## src/rtl/pred_pkg.sv

```systemverilog
package pred_pkg;
  localparam int unsigned COND_W = 4;
  localparam int unsigned FLAG_W = 4;

  typedef struct packed {
    logic n;
    logic z;
    logic c;
    logic v;
  } flags_t;

  typedef enum logic [COND_W-1:0] {
    C_ZS  = 4'd0,
    C_ZC  = 4'd1,
    C_CS  = 4'd2,
    C_CC  = 4'd3,
    C_NS  = 4'd4,
    C_NC  = 4'd5,
    C_VS  = 4'd6,
    C_VC  = 4'd7,
    C_UGT = 4'd8,
    C_ULE = 4'd9,
    C_SGE = 4'd10,
    C_SLT = 4'd11,
    C_SGT = 4'd12,
    C_SLE = 4'd13,
    C_ALW = 4'd14,
    C_NEV = 4'd15
  } cond_e;
endpackage

```

## src/rtl/pred_cond_eval.sv

```systemverilog
module pred_cond_eval
  import pred_pkg::*;
(
  input  logic [COND_W-1:0] cond_i,
  input  flags_t            flags_i,
  output logic              hold_o
);
  logic sgn_ge;
  assign sgn_ge = (flags_i.n == flags_i.v);

  always_comb begin
    unique case (cond_e'(cond_i))
      C_ZS:    hold_o = flags_i.z;
      C_ZC:    hold_o = !flags_i.z;
      C_CS:    hold_o = flags_i.c;
      C_CC:    hold_o = !flags_i.c;
      C_NS:    hold_o = flags_i.n;
      C_NC:    hold_o = !flags_i.n;
      C_VS:    hold_o = flags_i.v;
      C_VC:    hold_o = !flags_i.v;
      C_UGT:   hold_o = flags_i.c && !flags_i.z;
      C_ULE:   hold_o = !flags_i.c || flags_i.z;
      C_SGE:   hold_o = sgn_ge;
      C_SLT:   hold_o = !sgn_ge;
      C_SGT:   hold_o = !flags_i.z && sgn_ge;
      C_SLE:   hold_o = flags_i.z || !sgn_ge;
      C_ALW:   hold_o = 1'b1;
      C_NEV:   hold_o = 1'b0;
      default: hold_o = 1'b0;
    endcase
  end
endmodule

```

## src/rtl/pred_flag_reg.sv

```systemverilog
module pred_flag_reg
  import pred_pkg::*;
(
  input  logic   clk_i,
  input  logic   rst_ni,
  input  logic   load_i,
  input  flags_t nxt_i,
  output flags_t q_o
);
  always_ff @(posedge clk_i or negedge rst_ni) begin
    if (!rst_ni)     q_o <= '0;
    else if (load_i) q_o <= nxt_i;
  end
endmodule

```

## src/rtl/pred_gate.sv

```systemverilog
module pred_gate
  import pred_pkg::*;
(
  input  logic              clk_i,
  input  logic              rst_ni,
  input  logic              valid_i,
  input  logic [COND_W-1:0] cond_i,
  input  logic              set_flags_i,
  input  logic              cmp_i,
  input  logic              wr_req_i,
  input  logic [FLAG_W-1:0] alu_flags_i,
  output logic              exec_o,
  output logic              wb_en_o,
  output logic [FLAG_W-1:0] flags_o
);
  flags_t cur_flags;
  logic   cond_hold;
  logic   flag_load;

  pred_cond_eval u_eval (
    .cond_i  (cond_i),
    .flags_i (cur_flags),
    .hold_o  (cond_hold)
  );

  // compare implies a flag update; a squash blocks every side effect
  assign exec_o    = valid_i && cond_hold;
  assign wb_en_o   = exec_o && wr_req_i && !cmp_i;
  assign flag_load = exec_o && (set_flags_i || cmp_i);

  pred_flag_reg u_flags (
    .clk_i  (clk_i),
    .rst_ni (rst_ni),
    .load_i (flag_load),
    .nxt_i  (flags_t'(alu_flags_i)),
    .q_o    (cur_flags)
  );

  assign flags_o = cur_flags;
endmodule

```

## config.mk

```make
export PLATFORM = sky130hd
export DESIGN_NAME = pred_gate
export DESIGN_NICKNAME = d
export VERILOG_FILES = /design/src/rtl/pred_pkg.sv /design/src/rtl/pred_cond_eval.sv /design/src/rtl/pred_flag_reg.sv /design/src/rtl/pred_gate.sv
export SDC_FILE = /design/constraint.sdc
export NUM_CORES = 1
export LEC_CHECK = 0
export BUFFER_PORTS_ARGS = -buffer_cell sky130_fd_sc_hd__buf_2
export CAP_MARGIN = 20
export CORE_AREA = 2 2 39 41
export DETAILED_ROUTE_END_ITERATION = 16
export DIE_AREA = 0 0 41 43
export GPL_ROUTABILITY_DRIVEN = 0
export GPL_TIMING_DRIVEN = 0
export MAX_ROUTING_LAYER = met4
export PLACE_DENSITY_LB_ADDON = 0.12
export SKIP_CTS_REPAIR_TIMING = 1
export SYNTH_ARGS = -nofsm -noshare
export SYNTH_HDL_FRONTEND = slang
export SYNTH_SLANG_ARGS = --single-unit
```

## constraint.sdc

```tcl
create_clock -name clk_i -period 2 [get_ports clk_i]
set_input_delay 0.1 -clock clk_i [delete_from_list [all_inputs] [get_ports clk_i]]
set_output_delay 0.1 -clock clk_i [all_outputs]
set_load 0.02 [all_outputs]
```

Word-level counts from Yosys, hierarchy flattened. Index checks and enable logic that the tools add are counted.

RAM bits: 0. Word-level logic and storage cells: 37. Memories: 0. Register bits: 4. Latch bits: 0. Input port bits: 14. ROM bits: 0. Output and inout port bits: 6.

Divide/modulo/power cells: 0. Reduce and logical (&&, ||, !) cells: 16. Add/sub/neg operators: 0. $lt $le $gt $ge: 0. Bitwise logic cells: 0. Shift-type cells: 0. Mux-type cells: 1. Multipliers: 0. Equal/unequal tests: 16.

Operators with widths (count): $eq 4x4->1 const B (8); $eq 4x3->1 const B (4); $pmux 1 s16 (1); $eq 4x2->1 const B (2); $logic_and 1x1->1 (6); $logic_not 1->1 (6); $eq 4x1->1 const B (1); $logic_not 4->1 (1); $logic_or 1x1->1 (3); $eq 1x1->1 (1).

Depth between registers and ports, before layout. Gate-level depths: netlist of the first run.

Depth in word-level cells: 7. Depth in mapped cells: 7.

Hierarchy. From an unflattened synthesis of the first run, not the netlist that was laid out.

Cell total of the unflattened synthesis: 34. Area, all modules: 326.6 um^2.

Modules (own cells, without submodules): pred_cond_eval (seq. area each 0.0 um^2, area each 155.1 um^2, instances 1, cells an instance 23); pred_flag_reg (seq. area each 100.1 um^2, area each 145.1 um^2, instances 1, cells an instance 8); pred_gate (seq. area each 0.0 um^2, area each 26.3 um^2, instances 1, cells an instance 3).

Worst setup path after synthesis of the first run. Ideal clock, no wire load.

Path type: flip-flop to flip-flop. Start: register u_flags.q_o[3] in the netlist's numbering. End: register u_flags.q_o[0] in the netlist's numbering. Cell stages (with the launch flop): 7. Clock period less this slack: 1.854 ns. Buffers on the path: 0. Slack: 0.146 ns. Library setup time: 0.125 ns. Data required time: 1.875 ns. Arrival: 1.729 ns. Path through: dfrtp_1 > mux2_2 > a211oi_1 > o211ai_1 > o31ai_2 > nor2_2 > mux2_2.

Longest elaborated chain between the ends: 6. Elaborated cells between the ends (all ways): 8.

Ends and longest elaborated chain: start, declared (RTL line pred_flag_reg.sv:8) `output flags_t q_o`; start signal, assigned (RTL line pred_flag_reg.sv:12) `else if (load_i) q_o <= nxt_i;`; $eq 1x1->1 (RTL line pred_cond_eval.sv:9) `assign sgn_ge = (flags_i.n == flags_i.v);`; $logic_not 1->1 (RTL line pred_cond_eval.sv:24, pred_cond_eval.sv:26); $logic_or 1x1->1 (RTL line pred_cond_eval.sv:26) `C_SLE: hold_o = flags_i.z || !sgn_ge;`; $pmux 1 s16 * (RTL line pred_cond_eval.sv:12) `unique case (cond_e'(cond_i))`; $logic_and 1x1->1 * (RTL line pred_gate.sv:27) `assign exec_o = valid_i && cond_hold;`; $logic_and 1x1->1 * (RTL line pred_gate.sv:29) `assign flag_load = exec_o && (set_flags_i || cmp_i);`.

Mark *: on every way between the ends. The rest lies on a longest branch, timed or not. A chain may end at the register's enable or synchronous reset.

Final worst setup path of the first run.
Start: register u_flags.q_o[3] in the netlist's numbering. End: output port wb_en_o.

Longest elaborated chain between the ends: 7. Elaborated cells between the ends (all ways): 9.

Ends and longest elaborated chain: $eq 1x1->1 (RTL line pred_cond_eval.sv:9); $logic_not 1->1 (RTL line pred_cond_eval.sv:24, pred_cond_eval.sv:26); $logic_or 1x1->1 (RTL line pred_cond_eval.sv:26); $pmux 1 s16 * (RTL line pred_cond_eval.sv:12); $logic_and 1x1->1 * (RTL line pred_gate.sv:27); $logic_and 1x1->1 * (2 in a row) (RTL line pred_gate.sv:28) `assign wb_en_o = exec_o && wr_req_i && !cmp_i;`; end, declared (RTL line pred_gate.sv:13) `output logic wb_en_o,`.

Marked as above.

==> results of run 1 <==
==> routing by layer <==
metal / global-route usage [%] / part of all wire (%)
met4: 6.00 / 0
met1: 20.3 / 47
met2: 20.0 / 47
met3: 1.57 / 5.6
met5: - / 0
==> cells in the final DEF (no fill, tap or decap) <==
| master | netlist | layout |
|---|---|---|
| sky130_fd_sc_hd__a211oi_2 | 0 | 1 |
| sky130_fd_sc_hd__a21o_2 | 1 | 1 |
| sky130_fd_sc_hd__a21oi_1 | 1 | 1 |
| sky130_fd_sc_hd__a31oi_1 | 1 | 1 |
| sky130_fd_sc_hd__a41oi_1 | 1 | 1 |
| sky130_fd_sc_hd__and2b_4 | 1 | 1 |
| sky130_fd_sc_hd__and3b_1 | 1 | 1 |
| sky130_fd_sc_hd__and3b_2 | 1 | 1 |
| sky130_fd_sc_hd__and4b_1 | 1 | 1 |
| sky130_fd_sc_hd__and4bb_2 | 1 | 1 |
| sky130_fd_sc_hd__buf_2 | 0 | 18 |
| sky130_fd_sc_hd__buf_4 | 1 | 4 |
| sky130_fd_sc_hd__buf_6 | 2 | 2 |
| sky130_fd_sc_hd__clkbuf_4 | 0 | 3 |
| sky130_fd_sc_hd__dfrtp_1 | 4 | 1 |
| sky130_fd_sc_hd__dfrtp_2 | 0 | 3 |
| sky130_fd_sc_hd__dlygate4sd3_1 | 0 | 1 |
| sky130_fd_sc_hd__inv_1 | 2 | 2 |
| sky130_fd_sc_hd__mux2_2 | 5 | 5 |
| sky130_fd_sc_hd__mux2i_1 | 3 | 3 |
| sky130_fd_sc_hd__nand2b_1 | 1 | 1 |
| sky130_fd_sc_hd__nand3b_1 | 1 | 1 |
| sky130_fd_sc_hd__nor2_1 | 2 | 2 |
| sky130_fd_sc_hd__nor2_2 | 1 | 1 |
| sky130_fd_sc_hd__nor2b_1 | 1 | 1 |
| sky130_fd_sc_hd__nor3b_1 | 2 | 2 |
| sky130_fd_sc_hd__nor4b_2 | 0 | 1 |
| sky130_fd_sc_hd__nor4bb_4 | 0 | 1 |
| sky130_fd_sc_hd__o211ai_1 | 2 | 2 |
| sky130_fd_sc_hd__o21ai_0 | 1 | 1 |
| sky130_fd_sc_hd__o31ai_1 | 1 | 1 |
| sky130_fd_sc_hd__o31ai_2 | 1 | 1 |
| sky130_fd_sc_hd__or2b_1 | 1 | 1 |
| sky130_fd_sc_hd__or3_1 | 1 | 1 |
| sky130_fd_sc_hd__xnor2_1 | 2 | 2 |
| sky130_fd_sc_hd__xor2_1 | 1 | 1 |
==> worst max-delay path, stage by stage, from the launching register on <==
cell and delay, ns:
sky130_fd_sc_hd__dfrtp_2 0.44, sky130_fd_sc_hd__xnor2_1 0.20, sky130_fd_sc_hd__mux2i_1 0.28, sky130_fd_sc_hd__o211ai_1 0.15, sky130_fd_sc_hd__o31ai_2 0.24, sky130_fd_sc_hd__buf_4 0.16
sky130_fd_sc_hd__nor3b_1 0.04, sky130_fd_sc_hd__buf_2 0.15
==> Yosys cell counts <==
master / n
sky130_fd_sc_hd__a211oi_1: 1
sky130_fd_sc_hd__a21o_2: 1
sky130_fd_sc_hd__a21oi_1: 1
sky130_fd_sc_hd__a31oi_1: 1
sky130_fd_sc_hd__a41oi_1: 1
sky130_fd_sc_hd__and2b_4: 1
sky130_fd_sc_hd__and3b_1: 1
sky130_fd_sc_hd__and3b_2: 1
sky130_fd_sc_hd__and4b_1: 1
sky130_fd_sc_hd__and4bb_2: 1
sky130_fd_sc_hd__buf_4: 1
sky130_fd_sc_hd__buf_6: 2
sky130_fd_sc_hd__dfrtp_1: 4
sky130_fd_sc_hd__inv_1: 2
sky130_fd_sc_hd__mux2_2: 5
sky130_fd_sc_hd__mux2i_1: 3
sky130_fd_sc_hd__nand2b_1: 1
sky130_fd_sc_hd__nand3b_1: 1
sky130_fd_sc_hd__nor2_1: 2
sky130_fd_sc_hd__nor2_2: 1
sky130_fd_sc_hd__nor2b_1: 1
sky130_fd_sc_hd__nor3b_1: 2
sky130_fd_sc_hd__nor4b_1: 1
sky130_fd_sc_hd__nor4bb_1: 1
sky130_fd_sc_hd__o211ai_1: 2
sky130_fd_sc_hd__o21ai_0: 1
sky130_fd_sc_hd__o31ai_1: 1
sky130_fd_sc_hd__o31ai_2: 1
sky130_fd_sc_hd__or2b_1: 1
sky130_fd_sc_hd__or3_1: 1
sky130_fd_sc_hd__xnor2_1: 2
sky130_fd_sc_hd__xor2_1: 1
==> worst paths after layout <==
check | to | from | slack (ns) | cells after the start
worst min register to register | u_flags.q_o[2]$_DFFE_PN0P_ | u_flags.q_o[2]$_DFFE_PN0P_ | 0.57 | 1
worst min-delay path | u_flags.q_o[0]$_DFFE_PN0P_ | alu_flags_i[0] | 0.11 | 2
min in group asynchronous | u_flags.q_o[1]$_DFFE_PN0P_ | rst_ni | 0.20 | 2
max in group asynchronous | u_flags.q_o[0]$_DFFE_PN0P_ | rst_ni | 1.67 | 2
worst max-delay path | wb_en_o | u_flags.q_o[3]$_DFFE_PN0P_ | 0.005 | 7
worst max register to register | u_flags.q_o[3]$_DFFE_PN0P_ | u_flags.q_o[2]$_DFFE_PN0P_ | 0.06 | 7
==> stage by stage <==
stage / util (%) / setup slack, ns
after floorplan: - / 0.146
after global placement: 41.1 / 0.0142
after detailed placement: 41.1 / 0.00450
after CTS: 42.8 / -0.0603
after global routing: 47.3 / -0.0801
final: 47.3 / 0.00451
==> power breakdown <==
part           switching, mW  internal, mW
Clock                 0.0283        0.0668
Sequential            0.0726         0.130
Combinational          0.186         0.232
Total                  0.287         0.428
==> cells by family (layout without fill, tap and decap cells) <==
family | count (synthesis) | after routing
simple gates | 17 | 17
flops | 4 | 4
compound gates | 10 | 10
buf+inv | 5 | 30
mux | 8 | 8
xor+xnor | 3 | 3
==> cell type report <==
class | instances | area [um^2]
inverter | 2 | 7.51
fill | 151 | 729
clock buffer | 3 | 22.5
tap | 16 | 20.0
sequential | 4 | 104
buffer | 3 | 30.0
multi-input combinational | 38 | 348
timing repair buffer | 22 | 123
==> metrics.json, run 1 <==
{
  "synthesis": {
    "share_of_the_synthesized_area_in_compound_gates_ao_oa_aoi_oai_pct": 16.6,
    "synth.top_cell.area_share_pct": 21.8,
    "synth.top_cells.by_area": "sky130_fd_sc_hd__dfrtp_1 22%, sky130_fd_sc_hd__mux2_2 12%, sky130_fd_sc_hd__mux2i_1 6.5%",
    "synth_area_per_cell_um2": 9.77,
    "main_combinational_cell_family_by_area_after_synthesis": "simple AND/OR/NAND/NOR gates",
    "synth_fa_ha_area_share_pct": 0,
    "synth_fp_nets": 61,
    "synth.cell_area_um2": 459,
    "synth_xor_area_share_pct": 5.72,
    "synth-seq-cells": 4,
    "synth_top_area_cell": "sky130_fd_sc_hd__dfrtp_1",
    "synth.area.mux_share_pct": 18.8,
    "ys_warn_count": 0,
    "synth-seq-area-share_pct": 21.8,
    "synthesized_netlist_cell_count": 47,
    "post_synth_num_cell_types": 32,
    "synthSimpleGateAreaFrac_pct": 28.9
  },
  "cells_and_area": {
    "fin_nets": 88,
    "largest_register_ff_count": 4,
    "layout_top_registers": "u_flags.q_o x4",
    "largest_register": "u_flags.q_o",
    "finish.cell_count_without_fillers": 88,
    "drive_gt1_share_pct": 61.1,
    "antenna_cells_inserted": 0,
    "area_growth_pct": 42.5,
    "finish.instance_area_um2": 654
  },
  "die": {
    "placeableCoreArea_um2": 1380,
    "fp.dieArea_um2": 1760,
    "die_width_um": 41,
    "num_io_pins": 20,
    "floorplan.initialDensity_pct": 33.2,
    "die_h_um": 43,
    "std_cell_rows": 14
  },
  "power": {
    "power_density_nw_per_um2": 1090,
    "leakagePower_nw": 0.304,
    "ir_worst_vdd_mv": 0.684,
    "fin_total_pwr_uw": 715
  },
  "worst_setup_path": {
    "criticalPathCategory": "reg -> out",
    "critical_path_peak_fanout": 5,
    "critPathRequiredTime_ns": 1.90,
    "setup.worst_path.start_class": "register",
    "worst_setup_path_end_kind": "primary output",
    "data_arrival_time_of_the_critical_path_ns": 1.90
  },
  "drt": {
    "detailedRoute.firstPassIterationCount": 2,
    "post_drt_wl_per_cell_um": 12.6,
    "detail-route-antenna-nets": 0,
    "drc": 0,
    "drt_first_iter_violations": 4,
    "detail_route.vias_per_cell": 5.14,
    "finalWirelength_um": 1110,
    "routed-via-count": 452
  },
  "cts": {
    "clk_pin_slew_ns": 0.04,
    "clock-sinks": 4,
    "tritoncts.num_buffers": 3,
    "cts-root-to-sink-buffers": 2,
    "maximum_level_of_the_cts_h_tree": 1,
    "cts_tree": "done",
    "cts.root.buffer_cell": "sky130_fd_sc_hd__clkbuf_4",
    "worstSkewPairLatency_ns": 0.23
  },
  "timing": {
    "slew_headroom_pct": 83.1,
    "peak_freq_mhz": 501,
    "whs_ns": 0.108,
    "total_negative_slack_ns": 0,
    "post-route-min-period_ns": 2.00,
    "fin_skew_ns": 0.000685,
    "finalHoldViolCount": 0,
    "final.period_utilization_pct": 99.8,
    "finalSetupViolCount": 0,
    "rsz0062_at_grt": "yes",
    "max_slew.worst_pin.slew_ns": 0.250,
    "timing.final.max_slew_violations": 0
  },
  "placement": {
    "post_dp_cell_area_um2": 569,
    "dp_hpwl_um": 777,
    "dpl.cell_count": 81,
    "numPortBuffers": 18
  },
  "hold_path": {
    "hold_class": "in -> reg"
  },
  "run": {
    "drv_cap": 0
  },
  "run_status": {
    "outcome": "complete, no violations"
  },
  "global_routing": {
    "grt_overflow": 0,
    "grt_first_pass_wirelength_um": 1710,
    "track_usage_pct": 14.3,
    "largest_net_degree_at_the_start_of_global_routing": 11,
    "grt_pass1_vias": 378,
    "antenna_found_initial": 0
  }
}
Power figures use the tool's default switching activity.
==> run 2: changes to the inputs <==
--- a/config.mk
+++ b/config.mk
@@ -13,7 +13,6 @@
 export GPL_ROUTABILITY_DRIVEN = 0
 export GPL_TIMING_DRIVEN = 0
 export MAX_ROUTING_LAYER = met4
-export PLACE_DENSITY_LB_ADDON = 0.12
 export SKIP_CTS_REPAIR_TIMING = 1
 export SYNTH_ARGS = -nofsm -noshare
 export SYNTH_HDL_FRONTEND = slang
==> run 2 against run 1 <==
Worst setup slack lost 0.040 ns. The run now ends with setup timing left. Critical path depth is the same. Clock power up 4.9%. Hold slack got worse by 0.011 ns. Power increased by 3.0%.
==> metrics.json, run 2 (synthesis results as in run 1) <==
{
  "run_status": {
    "outcome": "finished with violations",
    "failed_checks": "setup timing"
  },
  "die": {
    "placeableCoreArea": {"value": 1380, "unit": "um^2", "change": "unchanged"},
    "die_width": {"value": 41, "unit": "um", "change": "unchanged"},
    "floorplan.initialDensity": {"value": 33.2, "unit": "%", "change": "unchanged"},
    "std_cell_rows": {"value": 14, "change": "unchanged"},
    "num_io_pins": {"value": 20, "change": "unchanged"},
    "fp.dieArea": {"value": 1760, "unit": "um^2", "change": "unchanged"},
    "die_h": {"value": 43, "unit": "um", "change": "unchanged"}
  },
  "global_routing": {
    "track_usage": {"value": 13.7, "unit": "%", "change": "-0.55 points"},
    "grt_overflow": {"value": 0, "change": "unchanged"},
    "grt_pass1_vias": {"value": 380, "change": "+0.53%"},
    "largest_net_degree_at_the_start_of_global_routing": {"value": 11, "change": "unchanged"},
    "grt_first_pass_wirelength": {"value": 1640, "unit": "um", "change": "-4.4%"},
    "antenna_found_initial": {"value": 0, "change": "unchanged"}
  },
  "worst_setup_path": {
    "setup.worst_path.start_class": "register",
    "worst_setup_path_end_kind": "primary output",
    "data_arrival_time_of_the_critical_path": {"value": 1.94, "unit": "ns", "change": "+0.04 ns"},
    "critical_path_peak_fanout": {"value": 7, "change": "+2"},
    "criticalPathCategory": "reg -> out",
    "critPathRequiredTime": {"value": 1.90, "unit": "ns", "change": "about the same"}
  },
  "power": {
    "fin_total_pwr": {"value": 737, "unit": "uW", "change": "+3.0%"},
    "leakagePower": {"value": 0.313, "unit": "nW", "change": "+2.9%"},
    "ir_worst_vdd": {"value": 0.489, "unit": "mV", "change": "-29%"},
    "power_density": {"value": 1090, "unit": "nW/um^2", "change": "-0.20%"}
  },
  "cells_and_area": {
    "largest_register_ff_count": {"value": 4, "change": "unchanged"},
    "num-fill-cells": {"value": 133, "change": "-12%"},
    "final_common_cell": "sky130_fd_sc_hd__buf_2",
    "final_util": {"value": 48.8, "unit": "%", "change": "+1.5 points"},
    "fin_nets": {"value": 87, "change": "-1.1%"},
    "drive_gt1_share": {"value": 62.0, "unit": "%", "change": "+0.86 points"},
    "antenna_cells_inserted": {"value": 0, "change": "unchanged"},
    "area_growth_pct": 47.1,
    "layout_top_registers": "u_flags.q_o x4",
    "layout_common_cells": "16 x sky130_fd_sc_hd__buf_2, 4 x sky130_fd_sc_hd__buf_4, 4 x sky130_fd_sc_hd__mux2_2",
    "finish.instance_area": {"value": 676, "unit": "um^2", "change": "+3.3%"},
    "largest_register": "u_flags.q_o"
  },
  "timing": {
    "finalSetupViolCount": {"value": 2, "change": "+2"},
    "final.period_utilization": {"value": 102, "unit": "%", "change": "+2.0 points"},
    "timing.final.ws_setup": {"value": -0.0358, "unit": "ns", "change": "-0.0404 ns"},
    "post-route-min-period": {"value": 2.04, "unit": "ns", "change": "+0.0404 ns"},
    "timing.final.max_slew_violations": {"value": 0, "change": "unchanged"},
    "max_slew.worst_pin.slew": {"value": 0.240, "unit": "ns", "change": "-0.0108 ns"},
    "slew_headroom": {"value": 83.9, "unit": "%", "change": "+0.73 points"},
    "whs": {"value": 0.0970, "unit": "ns", "change": "-0.0107 ns"},
    "rsz0062_at_grt": "yes",
    "total_negative_slack": {"value": -0.0462, "unit": "ns", "change": "-0.0462 ns"},
    "peak_freq": {"value": 491, "unit": "MHz", "change": "-2.0%"},
    "finalHoldViolCount": {"value": 0, "change": "unchanged"},
    "fin_skew": {"value": 0.00160, "unit": "ns", "change": "+0.000912 ns"}
  },
  "placement": {
    "numPortBuffers": {"value": 18, "change": "unchanged"},
    "post_dp_cell_area": {"value": 569, "unit": "um^2", "change": "unchanged"}
  },
  "drt": {
    "routed-via-count": {"value": 443, "change": "-2.0%"},
    "detail-route-antenna-nets": {"value": 0, "change": "unchanged"},
    "detail_route.vias_per_cell": {"value": 5.09, "change": "-0.86%"},
    "post_drt_wl_per_cell": {"value": 12.5, "unit": "um", "change": "-0.86%"},
    "detailedRoute.firstPassIterationCount": {"value": 2, "change": "unchanged"},
    "drc": {"value": 0, "change": "unchanged"},
    "finalWirelength": {"value": 1090, "unit": "um", "change": "-2.0%"},
    "drt_first_iter_violations": {"value": 6, "change": "+2"}
  },
  "cts": {
    "cts-root-to-sink-buffers": {"value": 2, "change": "unchanged"},
    "maximum_level_of_the_cts_h_tree": {"value": 1, "change": "unchanged"},
    "cts_tree": "done",
    "worstSkewPairLatency": {"value": 0.23, "unit": "ns", "change": "about the same"},
    "clk_pin_slew": {"value": 0.04, "unit": "ns", "change": "about the same"},
    "cts.root.buffer_cell": "sky130_fd_sc_hd__clkbuf_4",
    "clock-sinks": {"value": 4, "change": "unchanged"},
    "tritoncts.num_buffers": {"value": 3, "change": "unchanged"}
  },
  "hold_path": {
    "hold_class": "in -> reg"
  },
  "run": {
    "drv_cap": {"value": 0, "change": "unchanged"}
  }
}
## run 2: changes by cell type in the layout (fill, tap and decap cells not counted)
cell | previous run | this run
sky130_fd_sc_hd__mux2_4 | 0 | 1
sky130_fd_sc_hd__nor2_4 | 0 | 1
sky130_fd_sc_hd__xnor2_2 | 0 | 1
sky130_fd_sc_hd__mux2_2 | 5 | 4
sky130_fd_sc_hd__dfrtp_1 | 1 | 2
sky130_fd_sc_hd__nor2_2 | 1 | 0
sky130_fd_sc_hd__nor3b_1 | 2 | 1
sky130_fd_sc_hd__xnor2_1 | 2 | 1
sky130_fd_sc_hd__buf_6 | 2 | 3
sky130_fd_sc_hd__nor3b_2 | 0 | 1
sky130_fd_sc_hd__dfrtp_2 | 3 | 2
sky130_fd_sc_hd__buf_2 | 18 | 16
## run 2: through the flow
stage / cells / setup WS (ns)
after floorplan: 47 / 0.146
after global placement: 81 / 0.0423
after detailed placement: 81 / 0.0165
after CTS: 84 / -0.0654
after global routing: 87 / -0.114
final: 87 / -0.0358
## run 2: worst max-delay path: stages (launching register included)
cell and delay (ns):
sky130_fd_sc_hd__dfrtp_2 0.46, sky130_fd_sc_hd__mux2_4 0.28, sky130_fd_sc_hd__a211oi_2 0.21, sky130_fd_sc_hd__o211ai_1 0.13, sky130_fd_sc_hd__o31ai_2 0.26, sky130_fd_sc_hd__buf_4 0.17
sky130_fd_sc_hd__nor3b_2 0.04, sky130_fd_sc_hd__buf_4 0.15
## run 2: routing by layer
metal | global-route usage (%) | wire length, um
met1 | 18.5 | 482
met2 | 20.0 | 539
met3 | 0 | 63
met4 | 8.00 | 0
met5 | - | 0
## run 2: final cells by class
class,instances,area [um^2],share of cell area [%]
inverter,2,7.51,1.11
sequential,4,103,15.2
multi-input combinational,38,369,54.6
timing repair buffer,21,124,18.3
tap,16,20.0,2.96
buffer,3,30.0,4.44
clock buffer,3,22.5,3.33
## run 2: path summary, 6_finish.rpt
path,start,end,slack [ns],cells past startpoint
max,u_flags.q_o[3]$_DFFE_PN0P_,wb_en_o,-0.04,7
min,alu_flags_i[0],u_flags.q_o[0]$_DFFE_PN0P_,0.1,2
max reg2reg,u_flags.q_o[3]$_DFFE_PN0P_,u_flags.q_o[3]$_DFFE_PN0P_,0.05,7
min in group asynchronous,rst_ni,u_flags.q_o[0]$_DFFE_PN0P_,0.20,2
max in group asynchronous,rst_ni,u_flags.q_o[3]$_DFFE_PN0P_,1.67,2
min reg2reg,u_flags.q_o[1]$_DFFE_PN0P_,u_flags.q_o[1]$_DFFE_PN0P_,0.57,1
## run 2: power by group
part | internal [mW] | switching, mW | total [mW]
clock | 0.0671 | 0.0327 | 0.0998
sequential | 0.127 | 0.0788 | 0.206
combinational | 0.246 | 0.185 | 0.431
total | 0.441 | 0.296 | 0.737
